--- src/rtl/conv23_pkg.sv ---
package conv23_pkg;
    localparam int unsigned WORD_W  = 2;
    localparam int unsigned SYM_W   = WORD_W + 1;
    localparam int unsigned STATE_W = 2;

    // encoding {b, a}: a goes to symbol bit 0, b is mixed with d0
    typedef enum logic [STATE_W-1:0] {
        ST_ZZ = 2'b00,
        ST_ZA = 2'b01,
        ST_BZ = 2'b10,
        ST_BA = 2'b11
    } trellis_e;

    typedef enum logic [2:0] {
        T_ZZ_STAY  = 3'd0,
        T_ZZ_KICK  = 3'd1,
        T_ZA_SHIFT = 3'd2,
        T_ZA_CLEAR = 3'd3,
        T_BZ_SHIFT = 3'd4,
        T_BZ_FILL  = 3'd5,
        T_BA_STAY  = 3'd6,
        T_BA_DROP  = 3'd7
    } trans_e;
endpackage

--- src/rtl/conv23_trellis.sv ---
module conv23_trellis
    import conv23_pkg::*;
(
    input  logic     clk,
    input  logic     rst,
    input  logic     adv,
    input  logic     d0,
    output trellis_e cur,
    output logic     tap_a,
    output logic     tap_b
);
    trellis_e nxt;
    trans_e   edge_sel;

    // transition choice: one named edge per state/input pair
    always_comb begin
        unique case (cur)
            ST_ZZ:   edge_sel = d0 ? T_ZZ_KICK  : T_ZZ_STAY;
            ST_ZA:   edge_sel = d0 ? T_ZA_CLEAR : T_ZA_SHIFT;
            ST_BZ:   edge_sel = d0 ? T_BZ_FILL  : T_BZ_SHIFT;
            ST_BA:   edge_sel = d0 ? T_BA_DROP  : T_BA_STAY;
            default: edge_sel = T_ZZ_STAY;
        endcase
    end

    always_comb begin
        unique case (edge_sel)
            T_ZZ_STAY:  nxt = ST_ZZ;
            T_ZZ_KICK:  nxt = ST_BZ;
            T_ZA_SHIFT: nxt = ST_BZ;
            T_ZA_CLEAR: nxt = ST_ZZ;
            T_BZ_SHIFT: nxt = ST_ZA;
            T_BZ_FILL:  nxt = ST_BA;
            T_BA_STAY:  nxt = ST_BA;
            T_BA_DROP:  nxt = ST_ZA;
            default:    nxt = ST_ZZ;
        endcase
    end

    always_ff @(posedge clk) begin
        if (rst)
            cur <= ST_ZZ;
        else if (adv)
            cur <= nxt;
    end

    always_comb begin
        unique case (cur)
            ST_ZZ:   begin tap_a = 1'b0; tap_b = 1'b0; end
            ST_ZA:   begin tap_a = 1'b1; tap_b = 1'b0; end
            ST_BZ:   begin tap_a = 1'b0; tap_b = 1'b1; end
            ST_BA:   begin tap_a = 1'b1; tap_b = 1'b1; end
            default: begin tap_a = 1'b0; tap_b = 1'b0; end
        endcase
    end
endmodule

--- src/rtl/conv23_branch.sv ---
module conv23_branch
    import conv23_pkg::*;
(
    input  logic [WORD_W-1:0] word,
    input  logic              tap_a,
    input  logic              tap_b,
    output logic [SYM_W-1:0]  sym
);
    // pass-through bits above the coded pair
    for (genvar g = 2; g < SYM_W; g++) begin : g_plain
        assign sym[g] = word[g-1];
    end
    assign sym[1] = word[0] ^ tap_b;
    assign sym[0] = tap_a;
endmodule

--- src/rtl/conv23_symreg.sv ---
module conv23_symreg
    import conv23_pkg::*;
(
    input  logic             clk,
    input  logic             rst,
    input  logic             load,
    input  logic [SYM_W-1:0] sym_d,
    output logic [SYM_W-1:0] sym_q,
    output logic             vld_q
);
    always_ff @(posedge clk) begin
        if (rst) begin
            sym_q <= '0;
            vld_q <= 1'b0;
        end else begin
            vld_q <= load;
            if (load)
                sym_q <= sym_d;
        end
    end
endmodule

--- src/rtl/conv23_enc.sv ---
module conv23_enc
    import conv23_pkg::*;
(
    input  logic              clk,
    input  logic              rst,
    input  logic              in_vld,
    input  logic [WORD_W-1:0] in_word,
    output logic [SYM_W-1:0]  sym_out,
    output logic              sym_vld
);
    trellis_e            state;
    logic                tap_a;
    logic                tap_b;
    logic [SYM_W-1:0]    sym_d;

    conv23_trellis u_trellis (
        .clk   (clk),
        .rst   (rst),
        .adv   (in_vld),
        .d0    (in_word[0]),
        .cur   (state),
        .tap_a (tap_a),
        .tap_b (tap_b)
    );

    conv23_branch u_branch (
        .word  (in_word),
        .tap_a (tap_a),
        .tap_b (tap_b),
        .sym   (sym_d)
    );

    conv23_symreg u_symreg (
        .clk   (clk),
        .rst   (rst),
        .load  (in_vld),
        .sym_d (sym_d),
        .sym_q (sym_out),
        .vld_q (sym_vld)
    );
endmodule

--- config.mk ---
export PLATFORM = sky130hd
export DESIGN_NAME = conv23_enc
export DESIGN_NICKNAME = d
export VERILOG_FILES = /design/src/rtl/conv23_pkg.sv /design/src/rtl/conv23_trellis.sv /design/src/rtl/conv23_branch.sv /design/src/rtl/conv23_symreg.sv /design/src/rtl/conv23_enc.sv
export SDC_FILE = /design/constraint.sdc
export NUM_CORES = 1
export LEC_CHECK = 0
export ABC_AREA = 0
export CAP_MARGIN = 20
export CORE_AREA = 2 2 39 41
export DETAILED_ROUTE_END_ITERATION = 12
export DIE_AREA = 0 0 41 43
export DONT_BUFFER_PORTS = 1
export GPL_TIMING_DRIVEN = 0
export PLACE_DENSITY = 0.3
export SYNTH_ARGS = -nofsm -noshare
export SYNTH_HDL_FRONTEND = slang
export SYNTH_SLANG_ARGS = --single-unit
--- constraint.sdc ---
create_clock -name clk -period 2.1 [get_ports clk]
set_input_delay 0.63 -clock clk [delete_from_list [all_inputs] [get_ports clk]]
set_output_delay 0.63 -clock clk [all_outputs]
set_load 0.02 [all_outputs]
### Yosys cells after proc, flatten, opt, wreduce, memory -nomap -nowiden

Memory sizes are Yosys's and may differ from the RTL's. A register that Yosys moved wholly into a read port is not among the register bits.
Index checks and enable logic that the tools add are counted.
Widths: inputs -> output; s select.

| word-level totals | value |
|---|---|
| flip-flop bits (word level) | 4 |
| latch bits | 0 |
| bits in writable memories | 0 |
| ROM bits | 16 |
| output and inout bits | 4 |
| memories kept | 1 |

| operators by class | value |
|---|---|
| add/subtract/negate cells | 0 |
| multipliers | 0 |
| div/mod/pow operators | 0 |
| $lt $le $gt $ge | 0 |
| equality and inequality tests | 3 |
| shift-type cells | 0 |
| mux-type cells | 7 |
| bitwise operators | 1 |
| reduce and logical (&&, ||, !) cells | 5 |

Memories:

| memory | words | width | rd ports | clocked after Yosys merged registers in | wr ports | line | source |
|---|---|---|---|---|---|---|---|
| (name not given) | 8 | 2 | 1 | 1 | 0 | conv23_trellis.sv:27 | `unique case (edge_sel)` |

Operators with widths:

| cell | count |
|---|---|
| $pmux 3 s4 | 1 |
| $reduce_or 2->1 | 4 |
| $eq 2x2->1 const B | 2 |
| $mux 1 | 4 |
| $pmux 1 s2 | 2 |
| $eq 2x1->1 const B | 1 |
| $logic_not 2->1 | 1 |
| $xor 1x1->1 | 1 |

### Depth between registers and ports, before layout

Gate-level depths: netlist (run 1).

| logic depth | value |
|---|---|
| word-level depth | 4 |
| depth in mapped cells | 3 |

### Cells and area by module

From an unflattened synthesis (run 1), not the netlist that was laid out.

| second synthesis, totals | value |
|---|---|
| cell total of the unflattened synthesis | 23 |
| area, all modules | 237.7 um^2 |

Modules (own cells, without submodules):

| module | times used | cells each | area each (um^2) | sequential area each (um^2) |
|---|---|---|---|---|
| conv23_symreg | 1 | 11 | 127.6 | 80.1 |
| conv23_trellis | 1 | 9 | 86.3 | 40.0 |
| conv23_branch | 1 | 3 | 23.8 | 0.0 |

### Worst setup path before layout (run 1)

Ideal clock, no wire load.

| path | value |
|---|---|
| path kind | input to register |
| from | in in_vld |
| to | reg u_symreg.sym_q[0] |
| setup time | 0.114 ns |
| arrival | 1.015 ns |
| required time | 1.986 ns |
| setup slack | 0.971 ns |
| stages on the path | 3 |
| buffers on the path | 1 |
| cells stage by stage | buf_2 mux2i_1 nor2_1 |

RTL lines:

| what | line | source |
|---|---|---|
| start, declared | conv23_enc.sv:6 | `input logic in_vld,` |
| end signal, assigned | conv23_symreg.sv:18 | `sym_q <= sym_d;` |
| end, declared | conv23_symreg.sv:8 | `output logic [SYM_W-1:0] sym_q,` |

### Worst setup path in the final report (run 1)

| path | value |
|---|---|
| from | reg u_symreg.sym_q[1] |
| to | out sym_out[1] |

RTL lines:

| what | line | source |
|---|---|---|
| end, declared | conv23_enc.sv:8 | `output logic [SYM_W-1:0] sym_out,` |

No word-level cell between the ends.

==> impl_results.md, run 1 <==
* CP endpoint kind: output pin
* Worst-path clk slew at 0.04 ns
* CTS Buffer Depth at 2
* Post-synthesis compound-gate area fraction at 0.07059
* Adder-Cell Fraction of Synth Area at 0
* Setup Fix Bufs, Post-CTS at 0
* Routed wire length at 387 um
* Peak supply drop at 216.5 uV
* Post-Syn Area per Cell at 10.64 sq um
* RSZ-0062 raised after global routing: no
* Data required time at the worst endpoint at 1.47 ns
* Cells after Synth at 20
* Switch Pwr at 54.96 uW
* Via Count at 146
* Main combinational cell family by area after synthesis: multiplexers
* PostCTS Resize Cnt at 0
* H-tree levels at 1
* First-iteration detailed-routing DRC count at 5
* Area of the die at 1763 sq um
* Multiplexer area fraction after synthesis at 0.1412
* WL/cell at 9.923 um
* Critical Path Source: u_symreg.sym_q[1]
* Layout cells sized above 1 at 0.1739
* Flops & latches, synth at 6
* Multi-input logic area at 87.58 sq um
* Max Freq at 0.7646 GHz
* Final hold slack at 0.4538 ns
* Worst r2r src: u_symreg.sym_q[1]
* Status: finished clean
* Largest net degree at the start of global routing at 9
* Mapped cell area at 212.7 sq um
* Port-buffer cells at 0
* Clk sink count at 6
* # fillers at 157
* Clk_lat worst skew at 0.24 ns
* CTS tree: done
* Final period util at 0.6228
* Global Route Usage Sum at 0.06225
* Hold_buf cts at 0
* Hold crit path type: in2reg
* Antenna Nets Post-Route at 0
* Clock share of power at 0.417
* Dpl cells at 36
* Die height at 43 um
* Max_slew headroom at 0.8445
* Post-Synth Simple-Gate Area at 0.1176
* Logic pwr share at 0.060
* Final Skew at 0.003148 ns
* CP Class: reg2out
* Reg power frac at 0.523
* Vias per cell at 3.744
* Hold path startpoint: rst
* Post-Synth XOR/XNOR Area at 0.08235
* Crit Path Max Fanout at 2
* CTS root buf: clkbuf_4
* Register area share after synthesis at 0.5647
* Endpoints failing setup at 0
* Min Clock Period, post-route at 1.308 ns
* Diodes inserted at 0
* Power per cell area at 975.9 nW/um^2
* Synth warn at 0
* Int Pwr at 194.1 uW
* Pins Over Slew Limit at 0
* Rows at 14
* WP data arrival at 0.68 ns
* First-pass iteration count of the detailed router at 2
* Post-synth cell types at 7
* Hold Vio Cnt, Final at 0
* Startpoint Class: flop
* Post-route cell area at 255.2 sq um
* Final nets at 30
* Num CTS Buffers at 3
* Number of global-route vias before repair at 130
* Initial Util at 0.1537
* Grt ovf at 0
* Register area at 120.1 sq um
* Post-Place Cell Area at 232.7 sq um
* Switching Share at 0.2207
* Max-cap violations at 0
* Sum of negative setup slack at 0 ns
* Number of remaining DRC errors at 0
* Fin cells at 39
* Placer congestion estimate at 0.6738
* Syn-to-layout area delta at 20.00%
* Least-Margin Pin Slew at 0.2330 ns
* Initial antenna violation count at 0
* Core Area at 1384 sq um
* Die width at 41 um
* IO Count at 9
* P_leak at 0.1011 nW
* First-pass GRT wire length at 558 um
* Syn nets at 25
[flip-flops by register name, summed over array words and instances, names as in the netlist]
register,cells
u_symreg.sym_q,3
u_symreg.vld_q,1
u_trellis.cur,2
[metal layers]
layer  vias to the layer above  track usage  wire length (um)
met3                         2      0.09948                59
met2                         7      0.06250               159
li1                         72            -                 -
met4                         0      0.06000                11
met1                        65      0.04502               157
met5                         -            0                 0
[Yosys cell counts]
cell | n | area [sq um]
dfxtp_1 | 6 | 120.1
xnor2_1 | 2 | 17.52
nor2b_1 | 1 | 6.260
nor2_1 | 5 | 18.77
a211oi_1 | 2 | 15.01
buf_2 | 1 | 5.000
mux2i_1 | 3 | 30.03
[stage by stage]
step	setup WS [ns]	util	total power, mW
after floorplan	0.9708	-	0.1452
after global placement	0.9196	0.1682	0.1474
after detailed placement	0.9021	0.1682	0.1480
after CTS	0.7720	0.1844	0.2581
after global routing	0.7478	0.1844	0.2656
final	0.7922	0.1844	0.2491
[area by class of cell]
cell class / instances / area share
plain buffers: 1 / 0.01961
clock buffers: 3 / 0.08824
multi-input cells: 13 / 0.3431
flip-flops and latches: 6 / 0.4706
well taps: 16 / 0.07843
[final timing paths]
path | cells past startpoint | slack, ns | to
setup reg to reg | 2 | 1.33 | u_symreg.sym_q[1]
hold reg to reg | 2 | 0.50 | u_trellis.cur[1]
hold / removal | 1 | 0.45 | u_symreg.sym_q[2]
setup / recovery | 0 | 0.79 | sym_out[1]
[cell usage in the layout, fill, tap and decap left out]
| master | instances |
|---|---|
| nor2b_1 | 1 |
| xnor2_1 | 2 |
| buf_2 | 1 |
| mux2i_1 | 3 |
| nor2_1 | 5 |
| clkbuf_4 | 3 |
| a211oi_1 | 2 |
| dfxtp_1 | 6 |
[worst register-to-register path, delay by kind of cell, from the launching register on]
kind	cells	cell delay [ns]
DFF	1	0.44
AOI/OAI and AO/OA	1	0.19
and+or+nand+nor	1	0.07
[power by group through the flow]
stage          Clock (mW)  Sequential [mW]  Combinational, mW
2_1_floorplan           0            0.132             0.0136
3_3_place_gp            0            0.133             0.0149
3_5_place_dp            0            0.133             0.0153
4_1_cts             0.112            0.130             0.0153
5_1_grt             0.117            0.131             0.0169
6_report            0.104            0.130             0.0149
[logic make-up (layout without fill, tap and decap cells)]
family	after synthesis	in the layout
flip-flops	6	6
AND/OR/NAND/NOR	6	6
multiplexers	3	3
AO/OA/AOI/OAI	2	2
XOR/XNOR	2	2
buffers and inverters	1	4
No activity file was read; power rests on OpenSTA's default activity.
==> run 2: changes to the inputs <==
- ABC_AREA: 0 -> 1
- clock period: 2.1 -> 1.2 ns (I/O delays scaled with it)
==> run 2 against run 1 <==
Net effect: clock skew is 0.0025 ns lower; highest routed layer is now met3; register-to-register slack worse by 0.86 ns; sequential cell count unchanged; non-clock buffer count decreased by 1; largest cell class unchanged; utilization increased by 1.4 points.
==> impl_results.md, run 2 <==
* Status: finished clean
* RSZ-0062 raised after global routing: no
* Final Skew at 0.0006797 ns
* Min Clock Period, post-route at 1.042 ns
* Clk_lat worst skew at 0.24 ns
* Number of remaining DRC errors at 0
* Initial antenna violation count at 0
* Number of enable flip-flop cells after synthesis at 0
* PostCTS Resize Cnt at 0
* Data required time at the worst endpoint at 0.84 ns
* Mapped cell area at 232.7 sq um
* Top cells by count, synth: nand2_1 (12), dfxtp_1 (6), inv_1 (5)
* Layout cells sized above 1 at 0.1389
* Vias per cell at 3.654
* Endpoints failing setup at 0
* First-iteration detailed-routing DRC count at 0
* Core Area at 1384 sq um
* Placer congestion estimate at 0.7325
* WP data arrival at 0.68 ns
* Grt met2 use at 0.09063
* P_leak at 0.1260 nW
* Clk sink count at 6
* Setup Fix Bufs, Post-CTS at 0
* Gr busiest metal: met2
* Worst r2r path cells at 5
* Reg-to-reg endpoint: u_symreg.sym_q[1]
* Top Registers: u_symreg.sym_q x3, u_trellis.cur x2, u_symreg.vld_q x1
* Sum of negative setup slack at 0 ns
* Synth top area share at 0.5161
* Top-count cell post-synth: nand2_1
* Register area share after synthesis at 0.5161
* Hold_buf cts at 0
* Hold path cells at 1
* Cell type with the highest aggregate area in the netlist: dfxtp_1
* Power per cell area at 1575 nW/um^2
* Die width at 41 um
* Pins Over Slew Limit at 0
* Reg2Reg Setup Slack at 0.47 ns
* Synth warn at 0
* Hold crit path type: in2reg
* Syn nets at 38
* Least-Margin Pin Slew at 0.2375 ns
* First-pass GRT wire length at 772 um
* IO Count at 9
* Global Route Usage Sum at 0.06820
* Via Count at 190
* Crit Path Max Fanout at 2
* Top reg by flops: u_symreg.sym_q
* Port-buffer cells at 0
* Initial Util at 0.1682
* Die height at 43 um
* Worst-path clk slew at 0.04 ns
* Commonest non-fill, non-tap cell in the layout: nand2_1
* Diodes inserted at 0
* Max reg flops at 3
* Number of global-route vias before repair at 178
* Post-Syn Area per Cell at 7.052 sq um
* Largest net degree at the start of global routing at 8
* WL/cell at 9.038 um
* Final nets at 43
* Synth top area cells: dfxtp_1 (52%), nand2_1 (19%), inv_1 (8.1%), a21oi_1 (6.5%), nor2_1 (4.8%)
* Syn-to-layout area delta at 18.28%
* GR Util met1 at 0.07692
* Met3 layer usage reported by global route at 0.07853
* Worst r2r src: u_trellis.cur[1]
* CTS root buf: clkbuf_4
* Routed wire length at 470 um
* Startpoint Class: flop
* Peak supply drop at 380.4 uV
* Max Freq at 0.9595 GHz
* Worst path depth at 0
* Critical Path Source: u_symreg.sym_q[0]
* First-pass iteration count of the detailed router at 1
* Hpwl dp at 366.2 um
* Grt ovf at 0
* Final period util at 0.8685
* Cells after Synth at 33
* CP endpoint kind: output pin
* Antenna Nets Post-Route at 0
* Max-cap violations at 0
* Rows at 14
* Hold Vio Cnt, Final at 0
* H-tree levels at 1
* Ys flop type: dfxtp_1
* CTS Buffer Depth at 2
* CP Class: reg2out
* Hold path startpoint: rst
* Async SR Flop Fraction at 0
* CTS tree: done
* Post-synth cell types at 8
* Area of the die at 1763 sq um
* Max_slew headroom at 0.8415
* CP Capture Point: sym_out[0]
* Flops & latches, synth at 6
* Final Util at 0.1989
* Most frequent cells in the layout: nand2_1 (12), dfxtp_1 (6), inv_1 (5)
* Num CTS Buffers at 3
run 2: how the worst min path moves through the flow:
stage                                   end
after detailed placement   u_trellis.cur[0]
final                      u_trellis.cur[0]
after CTS                  u_trellis.cur[0]
after global placement     u_trellis.cur[0]
after global routing       u_trellis.cur[0]
after floorplan           u_symreg.sym_q[0]
run 2: power breakdown:
part / total [mW] / internal [mW] / switching [mW]
sequential: 0.226 / 0.211 / 0.0154
clock: 0.182 / 0.113 / 0.0688
combinational: 0.0256 / 0.0115 / 0.0141
run 2: cell type report:
cell class,instances,area (sq um)
Fill cell,158,1109
Clock buffer,3,22.52
Inverter,6,22.52
Tap cell,16,20.02
Sequential cell,6,120.1
Multi-Input combinational cell,21,90.09
run 2: kinds of logic after synthesis:
| kind of cell | Yosys count | share of synthesized area |
|---|---|---|
| AND/OR/NAND/NOR | 17 | 0.2849 |
| buffers and inverters | 6 | 0.09677 |
| flip-flops | 6 | 0.5161 |
| AO/OA/AOI/OAI | 4 | 0.1021 |
run 2: metal layers:
metal | wire length, um | share of wire
met4 | 0 | 0
met1 | 214 | 0.46
met2 | 207 | 0.44
met3 | 47 | 0.10
met5 | 0 | 0
run 2: metrics by stage:
stage	instances	hold slack, ns	power, mW	worst slack, ns	area [sq um]
global route	52	0.1664	0.4631	0.1251	275.3
CTS	52	0.1743	0.4471	0.1446	275.3
floorplan	33	0.4291	0.2511	0.4288	232.7
global placement	49	0.4315	0.2563	0.4114	252.7
detailed placement	49	0.4319	0.2565	0.4100	252.7
finish	52	0.1832	0.4336	0.1578	275.3
